===== src/rtl/dr_pkg.sv =====
package dr_pkg;
  // register word indices
  localparam logic [2:0] RA_BASE = 3'd0;
  localparam logic [2:0] RA_CTRL = 3'd1;
  localparam logic [2:0] RA_STAT = 3'd2;
  localparam logic [2:0] RA_SIZE = 3'd3;
  localparam logic [2:0] RA_TIME = 3'd4;

  // bit positions
  localparam int B_RUN   = 0;
  localparam int B_EIE   = 4;
  localparam int B_BUSY  = 0;
  localparam int B_EFLG  = 4;
  localparam int B_DFLG  = 5;
  localparam int PTR_LSB = 16;
  localparam int SPD_LSB = 30;
  localparam int DC_IRQ  = 6;
  localparam int DS_OK   = 0;

  typedef enum logic [1:0] {ST_IDLE, ST_FETCH, ST_EXEC, ST_WB} seq_st_t;
endpackage


===== src/rtl/dr_regs.sv =====
module dr_regs import dr_pkg::*; #(
  parameter int PTRW = 8,
  parameter int AW   = 16
) (
  input  logic            clk,
  input  logic            rst,
  input  logic            reg_we,
  input  logic [2:0]      reg_addr,
  input  logic [31:0]     reg_wdata,
  output logic [31:0]     reg_rdata,
  input  logic [PTRW-1:0] tail,
  input  logic            busy,
  input  logic            cpl,
  input  logic            cpl_ok,
  input  logic            cpl_irq,
  output logic            run,
  output logic            err_ie,
  output logic [PTRW-1:0] head,
  output logic [PTRW-1:0] size,
  output logic [AW-1:0]   base_w,
  output logic [1:0]      speed,
  output logic            done_flag,
  output logic            err_flag,
  output logic            irq
);
  logic [31:0] base_q;
  logic        irq_req_q;
  logic [31:0] rd_mux;
  logic        we_base, we_ctrl, we_stat, we_size, we_time;

  assign we_base = reg_we && (reg_addr == RA_BASE);
  assign we_ctrl = reg_we && (reg_addr == RA_CTRL);
  assign we_stat = reg_we && (reg_addr == RA_STAT);
  assign we_size = reg_we && (reg_addr == RA_SIZE);
  assign we_time = reg_we && (reg_addr == RA_TIME);
  assign base_w  = base_q[AW+1:2];

  always_comb begin
    rd_mux = '0;
    case (reg_addr)
      RA_BASE: rd_mux = base_q;
      RA_CTRL: begin
        rd_mux[B_RUN]            = run;
        rd_mux[B_EIE]            = err_ie;
        rd_mux[PTR_LSB +: PTRW]  = head;
      end
      RA_STAT: begin
        rd_mux[B_BUSY]           = busy;
        rd_mux[B_EFLG]           = err_flag;
        rd_mux[B_DFLG]           = done_flag;
        rd_mux[PTR_LSB +: PTRW]  = tail;
      end
      RA_SIZE: rd_mux[PTRW-1:0]  = size;
      RA_TIME: rd_mux[SPD_LSB +: 2] = speed;
      default: rd_mux = '0;
    endcase
  end

  always_ff @(posedge clk) begin
    if (rst) begin
      base_q    <= '0;
      run       <= 1'b0;
      err_ie    <= 1'b0;
      head      <= '0;
      size      <= '0;
      speed     <= '0;
      done_flag <= 1'b0;
      err_flag  <= 1'b0;
      irq_req_q <= 1'b0;
      irq       <= 1'b0;
      reg_rdata <= '0;
    end else begin
      if (we_base) base_q <= reg_wdata;
      if (we_ctrl) begin
        run    <= reg_wdata[B_RUN];
        err_ie <= reg_wdata[B_EIE];
        head   <= reg_wdata[PTR_LSB +: PTRW];
      end
      if (we_size) size  <= reg_wdata[PTRW-1:0];
      if (we_time) speed <= reg_wdata[SPD_LSB +: 2];
      // hardware set has priority over software clear
      if (cpl)                               done_flag <= 1'b1;
      else if (we_stat && reg_wdata[B_DFLG]) done_flag <= 1'b0;
      if (cpl && !cpl_ok)                    err_flag  <= 1'b1;
      else if (we_stat && reg_wdata[B_EFLG]) err_flag  <= 1'b0;
      if (cpl) irq_req_q <= cpl_irq;
      irq       <= (done_flag & irq_req_q) | (err_flag & err_ie);
      reg_rdata <= rd_mux;
    end
  end
endmodule


===== src/rtl/dr_seq.sv =====
module dr_seq import dr_pkg::*; #(
  parameter int PTRW = 8,
  parameter int AW   = 16
) (
  input  logic            clk,
  input  logic            rst,
  input  logic            run,
  input  logic [PTRW-1:0] head,
  input  logic [PTRW-1:0] size,
  input  logic [AW-1:0]   base_w,
  output logic            mem_req,
  output logic            mem_we,
  output logic [AW-1:0]   mem_addr,
  output logic [31:0]     mem_wdata,
  input  logic [31:0]     mem_rdata,
  input  logic            mem_ack,
  output logic            eng_start,
  output logic [7:0]      eng_addr_rw,
  output logic [7:0]      eng_wlen,
  output logic [7:0]      eng_rlen,
  output logic [7:0]      eng_ctrl,
  output logic [63:0]     eng_dptr,
  input  logic            eng_done,
  input  logic [7:0]      eng_status,
  input  logic [7:0]      eng_rxcnt,
  input  logic [7:0]      eng_txcnt,
  output logic [PTRW-1:0] tail,
  output logic            busy,
  output logic            cpl,
  output logic            cpl_ok,
  output logic            cpl_irq
);
  localparam int WPD = 4;  // words per descriptor
  localparam int WSW = $clog2(WPD);

  seq_st_t         st;
  logic [WSW-1:0]  wsel;
  logic [31:0]     w0, dlo, dhi;
  logic [7:0]      retry, res_st, res_rx, res_tx;
  logic [PTRW-1:0] tail_nx;
  logic [WSW-1:0]  sel;
  logic [AW-1:0]   slot_off;

  assign tail_nx  = (tail >= size) ? '0 : tail + PTRW'(1);
  assign sel      = (st == ST_WB) ? WSW'(1) : wsel;
  assign slot_off = AW'(tail) << WSW;
  assign mem_req  = (st == ST_FETCH) || (st == ST_WB);
  assign mem_we   = (st == ST_WB);
  assign mem_addr = base_w + slot_off + AW'(sel);
  assign mem_wdata = {res_tx, res_rx, retry, res_st};

  assign eng_start   = (st == ST_EXEC);
  assign eng_addr_rw = w0[7:0];
  assign eng_wlen    = w0[15:8];
  assign eng_rlen    = w0[23:16];
  assign eng_ctrl    = w0[31:24];
  assign eng_dptr    = {dhi, dlo};

  assign busy    = (st != ST_IDLE);
  assign cpl     = (st == ST_WB) && mem_ack;
  assign cpl_ok  = res_st[DS_OK];
  assign cpl_irq = w0[24 + DC_IRQ];

  always_ff @(posedge clk) begin
    if (rst) begin
      st     <= ST_IDLE;
      wsel   <= '0;
      tail   <= '0;
      w0     <= '0;
      dlo    <= '0;
      dhi    <= '0;
      retry  <= '0;
      res_st <= '0;
      res_rx <= '0;
      res_tx <= '0;
    end else begin
      case (st)
        ST_IDLE: if (run && (head != tail)) begin
          st   <= ST_FETCH;
          wsel <= '0;
        end
        ST_FETCH: if (mem_ack) begin
          case (wsel)
            2'd0:    w0    <= mem_rdata;
            2'd1:    retry <= mem_rdata[15:8];
            2'd2:    dlo   <= mem_rdata;
            default: dhi   <= mem_rdata;
          endcase
          if (wsel == WSW'(WPD-1)) st <= ST_EXEC;
          else                     wsel <= wsel + WSW'(1);
        end
        ST_EXEC: if (eng_done) begin
          res_st <= eng_status;
          res_rx <= eng_rxcnt;
          res_tx <= eng_txcnt;
          st     <= ST_WB;
        end
        default: if (mem_ack) begin
          tail <= tail_nx;
          wsel <= '0;
          st   <= (run && (tail_nx != head)) ? ST_FETCH : ST_IDLE;
        end
      endcase
    end
  end
endmodule


===== src/rtl/dr_ring_ctrl.sv =====
module dr_ring_ctrl #(
  parameter int PTRW = 8,
  parameter int AW   = 16
) (
  input  logic          clk,
  input  logic          rst,
  input  logic          reg_we,
  input  logic [2:0]    reg_addr,
  input  logic [31:0]   reg_wdata,
  output logic [31:0]   reg_rdata,
  output logic          mem_req,
  output logic          mem_we,
  output logic [AW-1:0] mem_addr,
  output logic [31:0]   mem_wdata,
  input  logic [31:0]   mem_rdata,
  input  logic          mem_ack,
  output logic          eng_start,
  output logic [7:0]    eng_addr_rw,
  output logic [7:0]    eng_wlen,
  output logic [7:0]    eng_rlen,
  output logic [7:0]    eng_ctrl,
  output logic [63:0]   eng_dptr,
  output logic [1:0]    eng_speed,
  input  logic          eng_done,
  input  logic [7:0]    eng_status,
  input  logic [7:0]    eng_rxcnt,
  input  logic [7:0]    eng_txcnt,
  output logic          irq
);
  logic [PTRW-1:0] tail, head, size;
  logic [AW-1:0]   base_w;
  logic            busy, cpl, cpl_ok, cpl_irq;
  logic            run, err_ie, done_flag, err_flag;

  dr_regs #(.PTRW(PTRW), .AW(AW)) u_regs (
    .clk(clk), .rst(rst), .reg_we(reg_we), .reg_addr(reg_addr),
    .reg_wdata(reg_wdata), .reg_rdata(reg_rdata), .tail(tail), .busy(busy),
    .cpl(cpl), .cpl_ok(cpl_ok), .cpl_irq(cpl_irq), .run(run), .err_ie(err_ie),
    .head(head), .size(size), .base_w(base_w), .speed(eng_speed),
    .done_flag(done_flag), .err_flag(err_flag), .irq(irq)
  );

  dr_seq #(.PTRW(PTRW), .AW(AW)) u_seq (
    .clk(clk), .rst(rst), .run(run), .head(head), .size(size), .base_w(base_w),
    .mem_req(mem_req), .mem_we(mem_we), .mem_addr(mem_addr),
    .mem_wdata(mem_wdata), .mem_rdata(mem_rdata), .mem_ack(mem_ack),
    .eng_start(eng_start), .eng_addr_rw(eng_addr_rw), .eng_wlen(eng_wlen),
    .eng_rlen(eng_rlen), .eng_ctrl(eng_ctrl), .eng_dptr(eng_dptr),
    .eng_done(eng_done), .eng_status(eng_status), .eng_rxcnt(eng_rxcnt),
    .eng_txcnt(eng_txcnt), .tail(tail), .busy(busy), .cpl(cpl),
    .cpl_ok(cpl_ok), .cpl_irq(cpl_irq)
  );
endmodule


===== config.mk =====
export PLATFORM = sky130hd
export DESIGN_NAME = dr_ring_ctrl
export DESIGN_NICKNAME = d
export VERILOG_FILES = /design/src/rtl/dr_pkg.sv /design/src/rtl/dr_regs.sv /design/src/rtl/dr_seq.sv /design/src/rtl/dr_ring_ctrl.sv
export SDC_FILE = /design/constraint.sdc
export NUM_CORES = 1
export LEC_CHECK = 0
export BUFFER_PORTS_ARGS = -buffer_cell sky130_fd_sc_hd__buf_2
export CAP_MARGIN = 25
export CELL_PAD_IN_SITES_DETAIL_PLACEMENT = 1
export CELL_PAD_IN_SITES_GLOBAL_PLACEMENT = 1
export CORE_UTILIZATION = 34
export CTS_CLUSTER_SIZE = 14
export DETAILED_ROUTE_END_ITERATION = 16
export PLACE_DENSITY = 0.8
export SKIP_CTS_REPAIR_TIMING = 1
export SLEW_MARGIN = 15
export SYNTH_ARGS = -nofsm -noshare
export SYNTH_HDL_FRONTEND = slang
export SYNTH_SLANG_ARGS = --single-unit

===== constraint.sdc =====
create_clock -name clk -period 3 [get_ports clk]
set_clock_uncertainty 0.2 [all_clocks]
set_input_delay 0.6 -clock clk [delete_from_list [all_inputs] [get_ports clk]]
set_output_delay 0.6 -clock clk [all_outputs]
set_load 0.005 [all_outputs]

==> results.yml <==
run_status:
  status: "complete, but fails checks"
  violations: "setup timing"
power_and_ir_drop:
  ir_worst_vdd_mv: 0.378
  power_mw: 6.78
  total_leakage_power_nw: 5.28
  power.density_nw_per_um2: 548
synth:
  syn_area_per_cell_um2: 7.99
  synth-edff-count: 0
  synth-seq-cells: 228
  ys_types: 59
  netlist_area_um2: 9510
  synth_top_cell_area_share_pct: 48.0
  synth_fp_nets: 1317
  synthFlopType: "dfxtp_1"
  ys_seq_area_share_pct: 48.0
  async_flop_share_pct: 0
  synth_area_leaders: "dfxtp_1 (48%), nand2_1 (15%), a21oi_1 (11%)"
  syn_inst: 1191
  yosys.area.top_type: "dfxtp_1"
  yosys_warnings: 0
clock_network:
  cts_root_buffer: "clkbuf_16"
  path_clk_slew_ns: 0.06
  clock_latency_ns: 0.53
  cts_tree: "yes"
  cts_htree_levels: 1
  cts_buffer_depth: 3
  cts.sinks: 228
  cts_made_buffers: 26
place:
  port_buffers: 277
  place_congestion: 0.860
  post_dp_cell_area_um2: 11400
  dp_hpwl_um: 22200
  dpl_worst_slack_ns: -0.332
hold_path:
  hp-class: "input pin to flop"
  min_from: "eng_status[1]"
  hold_depth: 3
  hold_end: "u_seq.res_st[1]"
layout:
  fin_area_um2: 12400
  nets: 1584
  syn_to_final_growth_pct: 29.9
  layout-drive-gt1-share_pct: 27.5
run:
  drv_cap: 0
worst_setup_path:
  cp_data_arrival_time_ns: 2.96
  crit_slowest_cell: "dfxtp_2"
  critPathKind: "flop to primary output"
  path_delay_family: "compound AO/OA/AOI/OAI gates"
  cpMostUsedCell: "ha_4"
  r2r_end: "u_seq.st[0]"
  crit_path_end_kind: "primary output"
  cp_cell_sequence: "ha_4 -> or2_4 -> ha_4 -> inv_2 -> fa_2 -> nor2b_1 -> o21ai_1 -> a21o_1 -> a311oi_2 -> o21a_1 -> nor2_1 -> xnor2_1 -> buf_2"
  critPathMaxStageDelay_ns: 0.35
  r2r_slack_ns: 0.26
  required_ns: 2.20
  critPathMaxFanout: 3
  r2r_start: "u_seq.tail[0]"
  critPathBufInv: 2
  ff2ff_path_depth: 10
  worst_setup_path_start_kind: "flop"
sta:
  hold_viol_final: 0
  setup_violations: 13
  fmax_mhz: 266
  relSlewSlack_pct: 49.4
  rsz0062_at_grt: "true"
  maxSlewViolCount: 0
  min_period_ns: 3.76
  tightest_slew_ns: 0.751
  timing.final.ws_setup_ns: -0.756
  fin_crit_sh_pct: 125
die:
  dieArea_um2: 28700
  pin_count: 278
  core_area_um2: 27200
  die_y_um: 169
  start_util_pct: 35.0
  row_count: 60
  die_width_um: 169
route:
  routedWlPerCell_um: 17.2
  first_pass_iters: 4
  drc_errors: 0
  drt_wl_total_um: 31800
  via_per_inst: 4.98
  drt-initial-drc-count: 456
  ant_nets: 0
  route.vias.total: 9216
global_routing:
  grt_pass1_vias: 9589
  antenna_found_initial: 2
  grt_pass1_wl_um: 49700
  grt_max_degree: 141
  gr-usage-all-layers_pct: 21.6
  grt_overflow: 0
-- flip-flops by register name, indices dropped and copies added (netlist names), 8 cells and up --
name,flops
u_seq.tail,8
u_regs.reg_rdata,32
u_seq.res_st,8
u_regs.size,8
u_seq.res_tx,8
u_seq.retry,8
u_regs.head,8
u_regs.base_q,32
u_seq.dlo,32
u_seq.res_rx,8
u_seq.w0,32
u_seq.dhi,32
-- how the worst max path moves through the flow --
| stage | from | cells past startpoint | slack (ns) | end |
|---|---|---|---|---|
| 2_1_floorplan | u_seq.st[0] | 12 | 0.02 | mem_addr[14] |
| 3_3_place_gp | u_seq.st[1] | 13 | -0.24 | mem_addr[14] |
| 3_5_place_dp | u_seq.st[1] | 13 | -0.33 | mem_addr[6] |
| 4_1_cts | u_seq.st[1] | 13 | -0.92 | mem_addr[6] |
| 5_1_grt | u_seq.st[1] | 13 | -0.89 | mem_addr[10] |
| 6_report | u_seq.st[1] | 13 | -0.76 | mem_addr[10] |
-- cell families after synthesis --
group	share of synthesized area [%]
flip-flops	48.0
XOR/XNOR	2.39
adder cells (fa/ha/maj)	4.02
AND/OR/NAND/NOR	23.0
AO/OA/AOI/OAI	15.3
multiplexers	3.00
buffers and inverters	4.29
-- worst min-delay path: stages --
cell and delay (ns):
buf_2 0.09, nand2_1 0.05, a21oi_1 0.05
-- cell type report --
class | count | area, µm²
sequential | 228 | 4570
inverter | 22 | 82.6
fill | 3404 | 14800
clock inverter | 8 | 92.6
timing repair buffer | 317 | 1710
clock buffer | 40 | 795
multi-input combinational | 863 | 4650
antenna | 1 | 2.50
tap | 372 | 465
-- metrics by stage --
stage | cells | TNS [ns] | hold slack [ns] | util (%)
floorplan | 1191 | 0 | 0.230 | -
global placement | 1801 | -1.19 | 0.238 | 41.9
detailed placement | 1801 | -1.90 | 0.242 | 41.9
CTS | 1849 | -8.96 | 0.0901 | 45.1
global route | 1850 | -8.12 | 0.105 | 45.5
finish | 1851 | -6.37 | 0.109 | 45.5
-- cell usage after synthesis, types with 2 or more instances --
master and n:
nor2_1 68, xnor2_1 23, buf_2 10, o21a_1 5, a21o_1 2, nand4_1 2, clkbuf_1 60, nand3_1 11
buf_1 2, nand2_1 369, nor3_1 6, xor2_1 3, mux2i_1 24, o21ai_0 18, and2_1 20, a21oi_1 205
nor4_1 4, ha_1 29, nand2b_1 7, dfxtp_1 228, buf_4 5, or2_2 5, mux2_2 2, nor2b_1 6
inv_1 22, nand3b_1 5, a21o_2 3, and3_1 6, a22oi_1 8, and3_2 2, a211oi_1 2, a31oi_1 2
-- layer usage --
metal	track usage (%)	up-vias	share of wire (%)
met5	0	-	0.041
met4	9.24	2	4.3
met3	4.92	86	6.4
met2	38.3	289	49
met1	24.9	4392	41
li1	-	4447	-
-- where the power goes --
group / internal [mW] / switching (mW)
sequential: 3.07 / 0.0288
combinational: 0.160 / 0.275
clock: 1.99 / 1.26
-- placed cells by master, fill, tap and decap left out, types with 6 or more instances in the layout --
master     instances
nand2_1          369
and2_1            19
and3_1             6
clkbuf_16         27
clkbuf_1           6
o21ai_0           13
nor2_1            67
buf_2            276
ha_1              27
clkbuf_8           7
inv_1             21
buf_4             38
mux2i_1           24
xnor2_1           22
nand3_1           10
a22oi_1            8
dfxtp_1          226
a21oi_1          201
(Power assumes the default switching activity.)
